File: src/rtl/spb_pkg.sv
package spb_pkg;
    localparam int AFIELD_W = 24;
    localparam int DATA_W   = 32;
    localparam int NBYTES   = DATA_W / 8;
    localparam int WIDX_W   = AFIELD_W - 1;
    localparam int PAD_W    = 4;
    localparam int CNT_W    = $clog2(8 * (2 ** PAD_W) + DATA_W);
    localparam logic [7:0] IFACE_ID = 8'h02;

    typedef enum logic [2:0] {
        S_IDLE, S_ADDR, S_WDATA, S_PAD, S_RDATA, S_DONE
    } state_t;

    function automatic logic [7:0] rev8(input logic [7:0] b);
        logic [7:0] r;
        for (int i = 0; i < 8; i++) r[i] = b[7-i];
        return r;
    endfunction

    // serial stream held with the first bit sent in bit DATA_W-1
    function automatic logic [DATA_W-1:0] wire_to_word(input logic [DATA_W-1:0] w,
                                                       input logic [1:0] f);
        logic [DATA_W-1:0] v;
        logic [7:0] b;
        v = '0;
        for (int k = 0; k < NBYTES; k++) begin
            b = w[DATA_W-8-8*k +: 8];
            if (f[1]) b = rev8(b);
            if (f[0]) v[8*(NBYTES-1-k) +: 8] = b;
            else      v[8*k +: 8] = b;
        end
        return v;
    endfunction

    function automatic logic [DATA_W-1:0] word_to_wire(input logic [DATA_W-1:0] v,
                                                       input logic [1:0] f);
        logic [DATA_W-1:0] w;
        logic [7:0] b;
        w = '0;
        for (int k = 0; k < NBYTES; k++) begin
            b = f[0] ? v[8*(NBYTES-1-k) +: 8] : v[8*k +: 8];
            if (f[1]) b = rev8(b);
            w[DATA_W-8-8*k +: 8] = b;
        end
        return w;
    endfunction
endpackage

File: src/rtl/spb_sync.sv
module spb_sync #(
    parameter int W      = 3,
    parameter int STAGES = 2,
    parameter logic [W-1:0] RST_VAL = '0
) (
    input  logic         clk,
    input  logic         rst_n,
    input  logic [W-1:0] d,
    output logic [W-1:0] q,
    output logic [W-1:0] q_prev
);
    logic [W-1:0] chain [STAGES+1];

    always_ff @(posedge clk or negedge rst_n) begin
        if (!rst_n) chain[0] <= RST_VAL;
        else        chain[0] <= d;
    end

    for (genvar g = 1; g <= STAGES; g++) begin : g_stage
        always_ff @(posedge clk or negedge rst_n) begin
            if (!rst_n) chain[g] <= RST_VAL;
            else        chain[g] <= chain[g-1];
        end
    end

    assign q      = chain[STAGES-1];
    assign q_prev = chain[STAGES];
endmodule

File: src/rtl/spb_cfg.sv
module spb_cfg
    import spb_pkg::*;
(
    input  logic              clk,
    input  logic              rst_n,
    input  logic              wr_en,
    input  logic              wr_sel,
    input  logic [DATA_W-1:0] wr_data,
    input  logic              stat_set,
    output logic [1:0]        fmt,
    output logic [PAD_W-1:0]  pad,
    output logic              stat,
    output logic [DATA_W-1:0] rd_ctrl,
    output logic [DATA_W-1:0] rd_cfg
);
    always_ff @(posedge clk or negedge rst_n) begin
        if (!rst_n) begin
            fmt  <= 2'b00;
            pad  <= '0;
            stat <= 1'b0;
        end else begin
            if (wr_en && !wr_sel) fmt <= wr_data[1:0];
            if (wr_en && wr_sel) begin
                pad  <= wr_data[PAD_W-1:0];
                stat <= 1'b0;
            end else if (stat_set) begin
                stat <= 1'b1;
            end
        end
    end

    assign rd_ctrl = {{(DATA_W-2){1'b0}}, fmt};
    assign rd_cfg  = {IFACE_ID, 7'd0, stat, {(16-PAD_W){1'b0}}, pad};

    // a config/status write clears the flag
    p_stat_clear_r10: assert property (@(posedge clk) disable iff (!rst_n)
        (wr_en && wr_sel) |=> !stat);
    // a late read sets the flag
    p_stat_set_r9: assert property (@(posedge clk) disable iff (!rst_n)
        (stat_set && !wr_en) |=> stat);
endmodule

File: src/rtl/spibr_top.sv
module spibr_top
    import spb_pkg::*;
#(
    parameter int SYNC_STAGES = 2
) (
    input  logic              clk,
    input  logic              rst_n,
    input  logic              spi_sclk,
    input  logic              spi_cs_n,
    input  logic              spi_mosi,
    output logic              spi_miso,
    output logic              bus_req,
    output logic              bus_we,
    output logic [WIDX_W-1:0] bus_addr,
    output logic [DATA_W-1:0] bus_wdata,
    input  logic [DATA_W-1:0] bus_rdata,
    input  logic              bus_ready
);
    logic [2:0] s_q, s_p;
    spb_sync #(.W(3), .STAGES(SYNC_STAGES), .RST_VAL(3'b100)) u_sync (
        .clk(clk), .rst_n(rst_n), .d({spi_cs_n, spi_sclk, spi_mosi}),
        .q(s_q), .q_prev(s_p));

    wire cs_lo    = ~s_q[2];
    wire sck_rise = s_q[1] & ~s_p[1];
    wire sck_fall = ~s_q[1] & s_p[1];
    wire mosi_s   = s_q[0];
    wire bit_in   = cs_lo & sck_rise;

    state_t state, nstate;
    logic [CNT_W-1:0]  cnt;
    logic [DATA_W-1:0] sr, tx, rd_buf;
    logic [WIDX_W-1:0] addr_q;
    logic              rd_have, first;

    logic [1:0]        fmt;
    logic [PAD_W-1:0]  pad;
    logic              stat, cfg_wr, stat_set;
    logic [DATA_W-1:0] rd_ctrl, rd_cfg, rx_word;

    wire [CNT_W-1:0]  pad_bits = CNT_W'({pad, 3'b000});
    wire [WIDX_W-1:0] widx     = {sr[WIDX_W-2:0], mosi_s};
    wire addr_done = (state == S_ADDR)  && bit_in && (cnt == CNT_W'(AFIELD_W-1));
    wire wdat_done = (state == S_WDATA) && bit_in && (cnt == CNT_W'(DATA_W-1));
    wire pad_done  = (state == S_PAD)   && bit_in && (cnt == pad_bits - 1'b1);
    wire rdat_done = (state == S_RDATA) && bit_in && (cnt == CNT_W'(DATA_W-1));
    wire rd_ret    = bus_req && !bus_we && bus_ready;
    wire avail     = rd_have || rd_ret;
    wire load_now  = (state == S_RDATA) && cs_lo && sck_fall && first;

    assign rx_word  = wire_to_word({sr[DATA_W-2:0], mosi_s}, fmt);
    assign cfg_wr   = wdat_done && (addr_q < WIDX_W'(2));
    assign stat_set = load_now && !avail;

    spb_cfg u_cfg (
        .clk(clk), .rst_n(rst_n), .wr_en(cfg_wr), .wr_sel(addr_q[0]),
        .wr_data(rx_word), .stat_set(stat_set), .fmt(fmt), .pad(pad),
        .stat(stat), .rd_ctrl(rd_ctrl), .rd_cfg(rd_cfg));

    // state register
    always_ff @(posedge clk or negedge rst_n) begin
        if (!rst_n) state <= S_IDLE;
        else        state <= nstate;
    end

    // next-state decode
    always_comb begin
        nstate = state;
        unique case (state)
            S_IDLE:  if (cs_lo) nstate = S_ADDR;
            S_ADDR:  if (addr_done)
                         nstate = sr[WIDX_W-1] ? S_WDATA
                                : (pad == '0) ? S_RDATA : S_PAD;
            S_WDATA: if (wdat_done) nstate = S_DONE;
            S_PAD:   if (pad_done)  nstate = S_RDATA;
            S_RDATA: if (rdat_done) nstate = S_DONE;
            S_DONE:  nstate = S_DONE;
            default: nstate = S_IDLE;
        endcase
        if (!cs_lo) nstate = S_IDLE;
    end

    // datapath and outputs
    always_ff @(posedge clk or negedge rst_n) begin
        if (!rst_n) begin
            cnt <= '0; sr <= '0; tx <= '0; rd_buf <= '0; addr_q <= '0;
            rd_have <= 1'b0; first <= 1'b0; spi_miso <= 1'b0;
            bus_req <= 1'b0; bus_we <= 1'b0; bus_addr <= '0; bus_wdata <= '0;
        end else begin
            if (state != nstate) cnt <= '0;
            else if (bit_in)     cnt <= cnt + 1'b1;
            if (bit_in) sr <= {sr[DATA_W-2:0], mosi_s};

            if (bus_req && bus_ready) begin
                bus_req <= 1'b0;
                if (!bus_we) begin
                    rd_buf  <= bus_rdata;
                    rd_have <= 1'b1;
                end
            end

            if (addr_done) begin
                addr_q <= widx;
                if (!sr[WIDX_W-1]) begin
                    if (widx < WIDX_W'(2)) begin
                        rd_buf  <= widx[0] ? rd_cfg : rd_ctrl;
                        rd_have <= 1'b1;
                    end else if (!bus_req) begin
                        bus_req  <= 1'b1;
                        bus_we   <= 1'b0;
                        bus_addr <= widx;
                        rd_have  <= 1'b0;
                    end
                end
            end

            if (wdat_done && !cfg_wr && !bus_req) begin
                bus_req   <= 1'b1;
                bus_we    <= 1'b1;
                bus_addr  <= addr_q;
                bus_wdata <= rx_word;
            end

            if (state != S_RDATA && nstate == S_RDATA) first <= 1'b1;

            if (state != S_RDATA) begin
                spi_miso <= 1'b0;
            end else if (cs_lo && sck_fall) begin
                if (first) begin
                    tx <= word_to_wire(avail ? (rd_have ? rd_buf : bus_rdata) : '0, fmt)
                          << 1;
                    spi_miso <= word_to_wire(avail ? (rd_have ? rd_buf : bus_rdata) : '0,
                                             fmt)[DATA_W-1];
                    first <= 1'b0;
                end else begin
                    spi_miso <= tx[DATA_W-1];
                    tx <= tx << 1;
                end
            end
        end
    end

    // MISO idle during address and padding
    p_quiet_r4: assert property (@(posedge clk) disable iff (!rst_n)
        (state == S_ADDR || state == S_PAD) |-> !spi_miso);
    // request fields held until ready
    p_hold_r3: assert property (@(posedge clk) disable iff (!rst_n)
        (bus_req && !bus_ready) |=> (bus_req && $stable(bus_addr)
                                     && $stable(bus_we) && $stable(bus_wdata)));
    // internal words never reach the bus
    p_noint_r13: assert property (@(posedge clk) disable iff (!rst_n)
        bus_req |-> (bus_addr > WIDX_W'(1)));
    // a write cut short launches nothing
    p_abort_r11: assert property (@(posedge clk) disable iff (!rst_n)
        (state == S_WDATA && !cs_lo) |=> !$rose(bus_req));
    // no output activity while chip select is high
    p_idle_r1: assert property (@(posedge clk) disable iff (!rst_n)
        (state == S_IDLE) |=> !spi_miso);
endmodule

File: config.mk
export PLATFORM = sky130hd
export DESIGN_NAME = spibr_top
export DESIGN_NICKNAME = d
export VERILOG_FILES = /design/src/rtl/spb_pkg.sv /design/src/rtl/spb_sync.sv /design/src/rtl/spb_cfg.sv /design/src/rtl/spibr_top.sv
export SDC_FILE = /design/constraint.sdc
export NUM_CORES = 1
export LEC_CHECK = 0
export ABC_AREA = 1
export BUFFER_PORTS_ARGS = -buffer_cell sky130_fd_sc_hd__buf_2
export CORE_AREA = 2 2 136 151
export CTS_BUF_LIST = sky130_fd_sc_hd__clkbuf_4 sky130_fd_sc_hd__clkbuf_8
export DETAILED_ROUTE_END_ITERATION = 12
export DIE_AREA = 0 0 138 153
export GPL_ROUTABILITY_DRIVEN = 0
export PLACE_DENSITY = 0.88
export RECOVER_POWER = 100
export SYNTH_ARGS = -nofsm -noshare
export SYNTH_HDL_FRONTEND = slang
export SYNTH_HIERARCHICAL = 1
export SYNTH_SLANG_ARGS = --single-unit
File: constraint.sdc
create_clock -name clk -period 2.4 [get_ports clk]
set_input_delay 0.24 -clock clk [delete_from_list [all_inputs] [get_ports clk]]
set_output_delay 0.24 -clock clk [all_outputs]
set_load 0.005 [all_outputs]
## Word-level counts from Yosys, hierarchy flattened

Index checks and enable logic that the tools add are counted.

| word-level totals | value |
|---|---|
| input port bits | 38 |
| bits in writable memories | 0 |
| ROM bits | 0 |
| register bits after elaboration | 204 |
| latch bits | 0 |
| memories | 0 |

| operators by class | value |
|---|---|
| add/subtract/negate cells | 2 |
| multiply operators | 0 |
| eq/ne operators | 14 |
| shift operators | 0 |
| divide/modulo/power cells | 0 |
| reduce and logical (&&, ||, !) cells | 36 |
| bitwise gates (word level) | 7 |
| $lt $le $gt $ge | 2 |
| mux-type cells | 66 |

Operators with widths:

| operator | number |
|---|---|
| 32-bit 2-to-1 mux | 8 |
| 8-bit 2-to-1 mux | 18 |
| 23-bit 2-to-1 mux | 5 |
| 23-bit by 2-bit < comparator with 1-bit output (second input constant) | 2 |
| 1-bit 2-to-1 mux | 26 |
| 26-bit 2-to-1 mux | 1 |
| 1-bit logical AND | 22 |
| 3-bit 2-to-1 mux | 7 |
| 3-bit case mux with 6 select lines | 1 |
| 8-bit by 5-bit equality test with 1-bit output (second input constant) | 2 |
| 3-bit equality test (second input constant) | 3 |
| 8-bit by 1-bit adder with 8-bit output (second input constant) | 1 |
| 8-bit equality test | 1 |
| 2-bit nonzero test | 4 |
| 7-bit by 1-bit subtractor with 8-bit output (second input constant) | 1 |
| 3-bit by 2-bit equality test with 1-bit output (second input constant) | 2 |
| 2-bit by 1-bit != test with 1-bit output (second input constant) | 3 |
| 1-bit logical NOT | 5 |
| 4-bit logical NOT | 1 |
| 1-bit NOT | 4 |
| 4-bit AND reduction | 1 |
| 1-bit AND | 3 |
| 3-bit by 1-bit equality test with 1-bit output (second input constant) | 1 |
| 3-bit logical NOT | 1 |
| 4 further kinds | 4 |

## Depth between registers and ports, before layout

Gate-level depths: netlist (run 1).

| logic depth | value |
|---|---|
| depth after elaboration | 14 |
| depth in mapped cells | 15 |
| depth with buffers taken out | 15 |

## By module

The synthesis (run 1) kept the hierarchy.

Modules (own cells, without submodules):

| module | seq. area each (µm²) | cells each | area each (µm²) | instances |
|---|---|---|---|---|
| spibr_top | 4704.5 | 1488 | 10565.1 | 1 |
| spb_cfg | 175.2 | 96 | 769.5 | 1 |
| spb_sync | 229.0 | 15 | 274.0 | 1 |

## Worst setup path after synthesis (run 1)

Ideal clock, no wire load.

| timing | value |
|---|---|
| path type | flip-flop to flip-flop |
| start | register cnt[0] |
| end | register bus_wdata[15] |
| clock period less this slack | 1.731 ns |
| stages on the path, launching flop included | 11 |
| library setup time | 0.117 ns |
| setup slack | 0.669 ns |
| path buffers | 2 |
| arrival | 1.615 ns |
| path through | dfrtp_1 ha_1 nand3_1 nor2_4 nand2_1 nor2_1 nand3_2 buf_2 buf_2 nand2_1 nand2_1 |

| on the way | value |
|---|---|
| longest elaborated chain between the ends | 6 |

RTL lines:

| what | RTL line | RTL |
|---|---|---|
| start: declaration | spibr_top.sv:31 | `logic [CNT_W-1:0] cnt;` |
| start signal: assignment | spibr_top.sv:91 | `else if (bit_in) cnt <= cnt + 1'b1;` |
| 8-bit by 5-bit equality test with 1-bit output * | spibr_top.sv:44 | `wire wdat_done = (state == S_WDATA) && bit_in && (cnt == CNT_W'(DATA_W-1));` |
| 1-bit logical AND * | spibr_top.sv:44 |  |
| 1-bit logical AND | spibr_top.sv:52 | `assign cfg_wr = wdat_done && (addr_q < WIDX_W'(2));` |
| 1-bit logical NOT | spibr_top.sv:117 | `if (wdat_done && !cfg_wr && !bus_req) begin` |
| 1-bit logical AND * (2 in a row) | spibr_top.sv:117 |  |
| end signal: assignment | spibr_top.sv:121 | `bus_wdata <= rx_word;` |
| end: declaration | spibr_top.sv:15 | `output logic [DATA_W-1:0] bus_wdata,` |

Mark *: on every way between the ends. The rest lies on a longest branch, timed or not.
A chain may end at the register's enable or synchronous reset.

## Worst setup path in the final report (run 1)

| timing | value |
|---|---|
| start | register cnt[0] |
| end | register bus_addr[16] |

| on the way | value |
|---|---|
| longest elaborated chain between the ends | 8 |
| elaborated cells on any way between the ends | 14 |

RTL lines:

| what | RTL line | RTL |
|---|---|---|
| 8-bit by 5-bit equality test with 1-bit output | spibr_top.sv:44 |  |
| 1-bit logical AND | spibr_top.sv:44 |  |
| 1-bit logical AND | spibr_top.sv:52 |  |
| 1-bit logical NOT | spibr_top.sv:117 |  |
| 1-bit logical AND (2 in a row) | spibr_top.sv:117 |  |
| 2-bit by 1-bit != test with 1-bit output (no source line) / 2-bit nonzero test (equally long branches) | -- |  |
| 4-bit AND reduction (no source line) | -- |  |
| end signal: assignment | spibr_top.sv:111 | `bus_addr <= widx;` |
| end signal: assignment | spibr_top.sv:120 | `bus_addr <= addr_q;` |
| end: declaration | spibr_top.sv:14 | `output logic [WIDX_W-1:0] bus_addr,` |

Parallel ways exist; a longest one is shown, timed or not.

==> results.cfg, run 1 <==
[outcome]
status = complete, but fails checks
failed_checks = max-capacitance violations, max-slew violations

[placement]
place_area_sq_mm = 0.0119
portBuffers = 95
dp.cells = 1865
hpwlAfterDp_um = 19300

[clocking]
cts_buffers = 35
clk_pin_slew_ps = 60
ctsHtreeMaxLevel = 2
cts_setup_buffers = 0
cts_sinks = 202
clockBufferDepth = 3
hold_buffers = 5
clock_latency_ps = 540
cts_tree = built
clockRootBuffer = clkbuf_8
cts_resized = 0

[floorplanning]
coreArea_sq_mm = 0.0196
die_w_um = 138
dieArea_sq_mm = 0.0211
start_util = 0.589
ios = 96
fp.dieH_um = 153
rows = 54

[final_layout]
final_cell_mix = 557 x nand2_1, 214 x o21ai_0, 198 x dfrtp_1
n_fill_cell = 1652
fin_area_sq_mm = 0.0126
final_common_cell = nand2_1
synthToLayoutAreaGrowth_pct = 8.89
nets = 1696
fin_util = 0.641
drive_above_1_share = 0.114
fin_cells = 1930
antenna_cells = 0

[timing]
hold_violations = 0
finalSetupViolCount = 0
fin_crit_sh = 0.925
fin_worst_skew_ps = 26.2
tightestPinTransition_ps = 1670
max_freq_ghz = 0.450
maxSlewHeadroom = -0.116
min_period_ps = 2220
slew_viol_final = 63
rsz0062_at_grt = false
holdWs_ps = 58.8
fin_setup_tns_ps = 0

[drt]
antenna_left = 0
drc = 0
drtIter0Drc = 908
num_vias = 10600
wl_per_cell_um = 15.0
routed_via_density = 5.49
drt_wl_total_um = 29000
drt-pass1-iter-count = 5

[critical_path]
critPathMaxFanout = 12
startpoint = cnt[0]
path_buf_inv = 2
reg2reg_depth = 10
crit_family = simple AND/OR/NAND/NOR gates
cp.depth = 10
regToRegSetupSlack_ps = 180
cp-end-kind = register
slowest_delay_ps = 380
arrival_ps = 2660
worstReg2RegEnd = bus_addr[16]
regToRegStartpoint = cnt[0]
worstSetupStartpointType = register
critPathKind = reg -> reg
crit_path_top_delay_cell = dfrtp_1
crit_required_ps = 2840
endpoint = bus_addr[16]
worstPathCellList = ha_1 -> nand3_1 -> nor2_4 -> nand2_1 -> nor2_1 -> nand3_1 -> inv_2 -> buf_4 -> nand2_1 -> o211ai_1

[job]
drv_cap = 1

[global_route]
grt_pass1_vias = 10000
antenna_found_initial = 0
gr-usage-all-layers = 0.269
grt_overflow = 0
grt_max_degree = 73
grt_pass1_wl_um = 47500

[logic_synthesis]
synth_cells = 1595
avgSynthCellArea_sq_um = 7.24
yosysWarningCount = 6
synthesis.area_sq_mm = 0.0115

[min_path]
hold_start = bus_rdata[4]
hold_class = in -> reg
holdPathStages = 5

[power_and_ir_drop]
power_density_mw_per_mm2 = 603
p_leak_nw = 6.42
peakVddDrop_uv = 433
## worst register-to-register path, cell delays in order, from the launching register on
cell and delay (ps):
dfrtp_1 380, ha_1 230, nand3_1 130, nor2_4 180, nand2_1 160, nor2_1 170
nand3_1 180, inv_2 300, buf_4 250, nand2_1 80, o211ai_1 90
## through the flow
step | setup slack, ps | total power [mW]
CTS | 292 | 7.62
global route | 65.1 | 7.85
floorplan | 669 | 4.14
detailed placement | 346 | 4.32
global placement | 446 | 4.29
finish | 179 | 7.57
## metal layers
metal,vias up,global-route usage,part of all wire
met4,0,0.117,0.037
met1,4999,0.338,0.40
met5,-,0,0
li1,5109,-,-
met2,415,0.456,0.49
met3,80,0.0495,0.071
## sequential cells by signal, indices dropped and copies added, names as in the netlist, 4 cells and up
signal,count
addr_q,23
tx,31
sr,31
bus_addr,23
u_cfg/pad,4
rd_buf,32
bus_wdata,32
cnt,8
## worst min path at each step
stage	to	slack, ps
3_5_place_dp	bus_wdata[25]	270
3_3_place_gp	bus_wdata[26]	270
4_1_cts	rd_buf[4]	50
6_report	rd_buf[4]	60
2_1_floorplan	addr_q[0]	-60
5_1_grt	rd_buf[15]	90
## where the power goes
group	leakage (nW)	total (mW)	internal (mW)	switching (mW)
clock	0.390	3.31	1.86	1.45
combinational	3.45	0.678	0.220	0.458
sequential	2.58	3.59	3.51	0.0749
## layout make-up
class	count	area, sq um	area share
multi-input combinational	1146	5160	0.411
sequential	202	5060	0.403
timing repair buffer	132	781	0.0621
clock buffer	50	651	0.0518
inverter	138	518	0.0412
tap	252	315	0.0251
clock inverter	10	81.3	0.00647
(Power assumes the default switching activity.)
==> run 2: changes to the inputs <==
- GPL_ROUTABILITY_DRIVEN: 0 -> unset
- PLACE_DENSITY: 0.88 -> 0.79
- SKIP_CTS_REPAIR_TIMING: unset -> 1
==> run 2 against run 1 <==
Effect of this change:
- the flow now finishes without violations
- sequential share of layout area is 0.12 points higher
- cell count stayed put
- critical path depth is 4 lower
- final area is 0.31% lower
- critical endpoint is now addr_q[11]
==> results.cfg, run 2 (synthesized netlist as in run 1, its figures left out) <==
[critical_path]
crit_required_ps = 2750
worstPathCellList = nor2_1 -> nand2_1 -> nor2_2 -> nand2_2 -> buf_2 -> o21ai_0
critPathMaxFanout = 46
critPathKind = reg -> reg
crit_path_top_delay_cell = buf_2
slowest_delay_ps = 570
cp-end-kind = register
arrival_ps = 2490
worstSetupStartpointType = register

[timing]
max_freq_ghz = 0.468
fin_crit_sh = 0.891
min_period_ps = 2140
hold_violations = 0
fin_worst_skew_ps = 31.1
slew_viol_final = 0
finalSetupViolCount = 0
maxSlewHeadroom = 0.184
fin_setup_tns_ps = 0
tightestPinTransition_ps = 1220
rsz0062_at_grt = false

[placement]
portBuffers = 95
hpwlAfterDp_um = 19300
place_area_sq_mm = 0.0120
gp_congestion = 0.896

[global_route]
antenna_found_initial = 0
grt_pass1_wl_um = 47300
grt_overflow = 0
grt_pass1_vias = 9700
gr-usage-all-layers = 0.269
grt_max_degree = 79

[floorplanning]
dieArea_sq_mm = 0.0211
rows = 54
die_w_um = 138
fp.dieH_um = 153
ios = 96
start_util = 0.589
coreArea_sq_mm = 0.0196

[final_layout]
nets = 1697
drive_above_1_share = 0.107
top_regs = bus_wdata (32), rd_buf (32)
synthToLayoutAreaGrowth_pct = 8.55
n_fill_cell = 1771
final_common_cell = nand2_1
fin_area_sq_mm = 0.0125
antenna_cells = 0
final_cell_mix = 557 x nand2_1, 215 x o21ai_0, 198 x dfrtp_1

[power_and_ir_drop]
power_density_mw_per_mm2 = 598
peakVddDrop_uv = 470
p_leak_nw = 6.36

[job]
drv_cap = 0

[drt]
routed_via_density = 5.32
wl_per_cell_um = 14.5
num_vias = 10300
drt-pass1-iter-count = 6
drtIter0Drc = 972
drc = 0
drt_wl_total_um = 28000
antenna_left = 0

[min_path]
hold_class = in -> reg

[outcome]
status = complete, no violations

[clocking]
clockRootBuffer = clkbuf_8
clk_pin_slew_ps = 60
clockBufferDepth = 3
cts_buffers = 34
clock_latency_ps = 530
cts_tree = built
ctsHtreeMaxLevel = 2
cts_sinks = 202
run 2: metal layers:
layer | vias up | track usage | share of wire
met3 | 63 | 0.0454 | 0.055
met4 | 0 | 0.106 | 0.030
met5 | - | 0 | 0
met1 | 4805 | 0.349 | 0.42
met2 | 282 | 0.453 | 0.49
li1 | 5112 | - | -
run 2: power breakdown:
group	switching, mW	leakage [nW]	total, mW	internal, mW
Clock	1.38	0.378	3.22	1.84
Combinational	0.459	3.40	0.683	0.224
Sequential	0.0711	2.58	3.59	3.52
run 2: area by class of cell:
type,count,area (sq um),share of cell area
multi-input cells,1146,5140,0.410
flip-flops and latches,202,5060,0.404
repair buffers,134,786,0.0627
clock buffers,52,653,0.0521
inverters,138,518,0.0413
well taps,252,315,0.0252
clock inverters,6,57.6,0.00459
run 2: worst max-delay path: cells and delay by family, from the launching register on:
kind / cells / cell delay [ps]
buffers and inverters: 1 / 570
flip-flops: 1 / 530
AO/OA/AOI/OAI: 1 / 190
AND/OR/NAND/NOR: 4 / 670
run 2: path summary, 6_finish.rpt:
path / startpoint / to / slack (ps) / depth (start not counted)
worst max register to register: u_sync/q[2] / addr_q[11] / 260 / 6
worst max-delay path: u_sync/q[2] / addr_q[11] / 260 / 6
worst min register to register: u_sync/chain[7] / u_sync/q[1] / 360 / 0
min in group asynchronous: rst_n / state[0] / 290 / 2
max in group asynchronous: rst_n / bus_wdata[25] / 570 / 3
worst min-delay path: bus_rdata[20] / rd_buf[20] / 100 / 5
run 2: through the flow:
| step | setup slack [ps] | total power, mW | cells | hold WS (ps) | utilization |
|---|---|---|---|---|---|
| 3_3_place_gp | 444 | 4.31 | 1867 | 325 | 0.610 |
| 6_report | 263 | 7.49 | 1930 | 95.6 | 0.639 |
| 2_1_floorplan | 669 | 4.14 | 1650 | -55.6 | - |
| 4_1_cts | 349 | 7.55 | 1925 | -222 | 0.646 |
| 3_5_place_dp | 385 | 4.33 | 1867 | 325 | 0.610 |
| 5_1_grt | 78.0 | 7.83 | 1930 | 98.1 | 0.639 |
==> run 3: changes to the inputs <==
==> constraint.sdc (replaced) <==
create_clock -name clk -period 2.4 [get_ports clk]
set_input_delay 0.24 -clock clk [delete_from_list [all_inputs] [get_ports clk]]
set_output_delay 0.24 -clock clk [all_outputs]
set_load 0.05 [all_outputs]
==> run 3 against run 2 <==
Effect of this change:
- clock power hardly changed
- sequential power hardly changed
- non-clock buffer count stayed put
- global-route usage stayed put
- critical path type unchanged
==> results.cfg, run 3 (synthesized netlist as in run 1, its figures left out) <==
[outcome]
status = complete, no violations

[power_and_ir_drop]
p_sw_frac = 0.255
p_leak_nw = 6.21
p_int_mw = 5.58
power_density_mw_per_mm2 = 600
power_mw = 7.49
pwr-share-comb = 0.091
p_seq_frac = 0.479
clkPwrFrac = 0.430
p_sw_mw = 1.91
peakVddDrop_uv = 471

[clocking]
cts_tree = built
clockRootBuffer = clkbuf_8
cts_sinks = 202
cts_buffers = 34
clockBufferDepth = 3
clock_latency_ps = 520
ctsHtreeMaxLevel = 2
clk_pin_slew_ps = 60

[drt]
routed_via_density = 5.34
wl_per_cell_um = 14.5
antenna_left = 0
drt-pass1-iter-count = 5
drtIter0Drc = 930
num_vias = 10300
drc = 0
drt_wl_total_um = 28000

[floorplanning]
rows = 54
start_util = 0.589
dieArea_sq_mm = 0.0211
fp.dieH_um = 153
ios = 96
coreArea_sq_mm = 0.0196
die_w_um = 138

[timing]
slew_viol_final = 0
tightestPinTransition_ps = 1180
fin_worst_skew_ps = 30.1
hold_violations = 0
min_period_ps = 2150
finalSetupViolCount = 0
max_freq_ghz = 0.464
maxSlewHeadroom = 0.212
fin_crit_sh = 0.897
fin_setup_tns_ps = 0
rsz0062_at_grt = false
layout_setup_ws_ps = 247

[global_route]
antenna_found_initial = 0
grt_overflow = 0
grt_pass1_vias = 9700
grt_pass1_wl_um = 47300
gr-usage-all-layers = 0.269
grt_max_degree = 79

[critical_path]
path_buf_inv = 1
slowest_delay_ps = 590
worstReg2RegEnd = addr_q[11]
worstPathCellList = nor2_1 -> nand2_1 -> nor2_2 -> nand2_2 -> buf_2 -> o21ai_0
critPathMaxFanout = 46
worstSetupStartpointType = register
crit_family = simple AND/OR/NAND/NOR gates
arrival_ps = 2510
crit_path_top_delay_cell = buf_2
crit_required_ps = 2750
reg2reg_depth = 6
regToRegStartpoint = u_sync/q[2]
critPathKind = reg -> reg
cp-end-kind = register
regToRegSetupSlack_ps = 250

[final_layout]
final_common_cell = nand2_1
antenna_cells = 0
synthToLayoutAreaGrowth_pct = 8.18
nets = 1697
fin_util = 0.637
fin_cells = 1930
drive_above_1_share = 0.0864
top_regs = bus_wdata (32), rd_buf (32)
final_cell_mix = 557 x nand2_1, 215 x o21ai_0, 198 x dfrtp_1

[min_path]
hold_class = in -> reg
holdPathStages = 5
hold_start = bus_rdata[20]
hold_end = rd_buf[20]

[placement]
place_ws_ps = 385
dp.cells = 1867
hpwlAfterDp_um = 19300
gp_congestion = 0.896
portBuffers = 95

[job]
drv_cap = 0
[run 3: changes by cell type in the layout (fill, tap and decap cells not counted)]
cell / delta
buf_1: -1
buf_2: -34
clkbuf_1: +35
[run 3: final cells by class]
cell class	instances	area, sq um
Fill cell	1796	7110
Multi-Input combinational cell	1146	5140
Sequential cell	202	5060
Timing Repair Buffer	134	743
Clock buffer	52	653
Inverter	138	518
Tap cell	252	315
Clock inverter	6	57.6
[run 3: metal layers]
layer / share of wire / track usage / wire (um) / up-vias
met5: 0 / 0 / 0 / -
met4: 0.030 / 0.106 / 839 / 0
met3: 0.050 / 0.0454 / 1410 / 68
met2: 0.49 / 0.453 / 13800 / 284
met1: 0.43 / 0.349 / 12000 / 4835
li1: - / - / - / 5112
[run 3: stage by stage]
step                      area (sq um)  hold WS [ps]
after floorplan                  11700         -55.6
final                            12500          93.9
after CTS                        12700          -222
after global routing             12500          98.1
after detailed placement         12000           325
after global placement           12000           325
[run 3: worst max-delay path by stage]
| stage | from | to | slack, ps | cells past startpoint |
|---|---|---|---|---|
| final | u_sync/q[2] | addr_q[11] | 250 | 6 |
| after global routing | u_sync/q_prev[1] | u_cfg/pad[0] | 80 | 9 |
| after CTS | u_cfg/pad[0] | cnt[2] | 350 | 15 |
| after detailed placement | u_cfg/pad[0] | cnt[4] | 380 | 13 |
| after global placement | addr_q[22] | bus_wdata[14] | 440 | 9 |
| after floorplan | bus_req | rd_buf[16] | 540 | 10 |
[run 3: power groups by stage]
stage,logic [mW],registers [mW],clock network [mW]
6_report,0.683,3.59,3.22
3_3_place_gp,0.673,3.64,0
3_5_place_dp,0.684,3.64,0
4_1_cts,0.691,3.58,3.28
2_1_floorplan,0.514,3.62,0
5_1_grt,0.798,3.60,3.44
[run 3: worst register-to-register path, stage by stage, from the launching register on]
cell and delay, ps:
dfstp_2 530, nor2_1 60, nand2_1 320, nor2_2 140
nand2_2 150, buf_2 590, o21ai_0 220
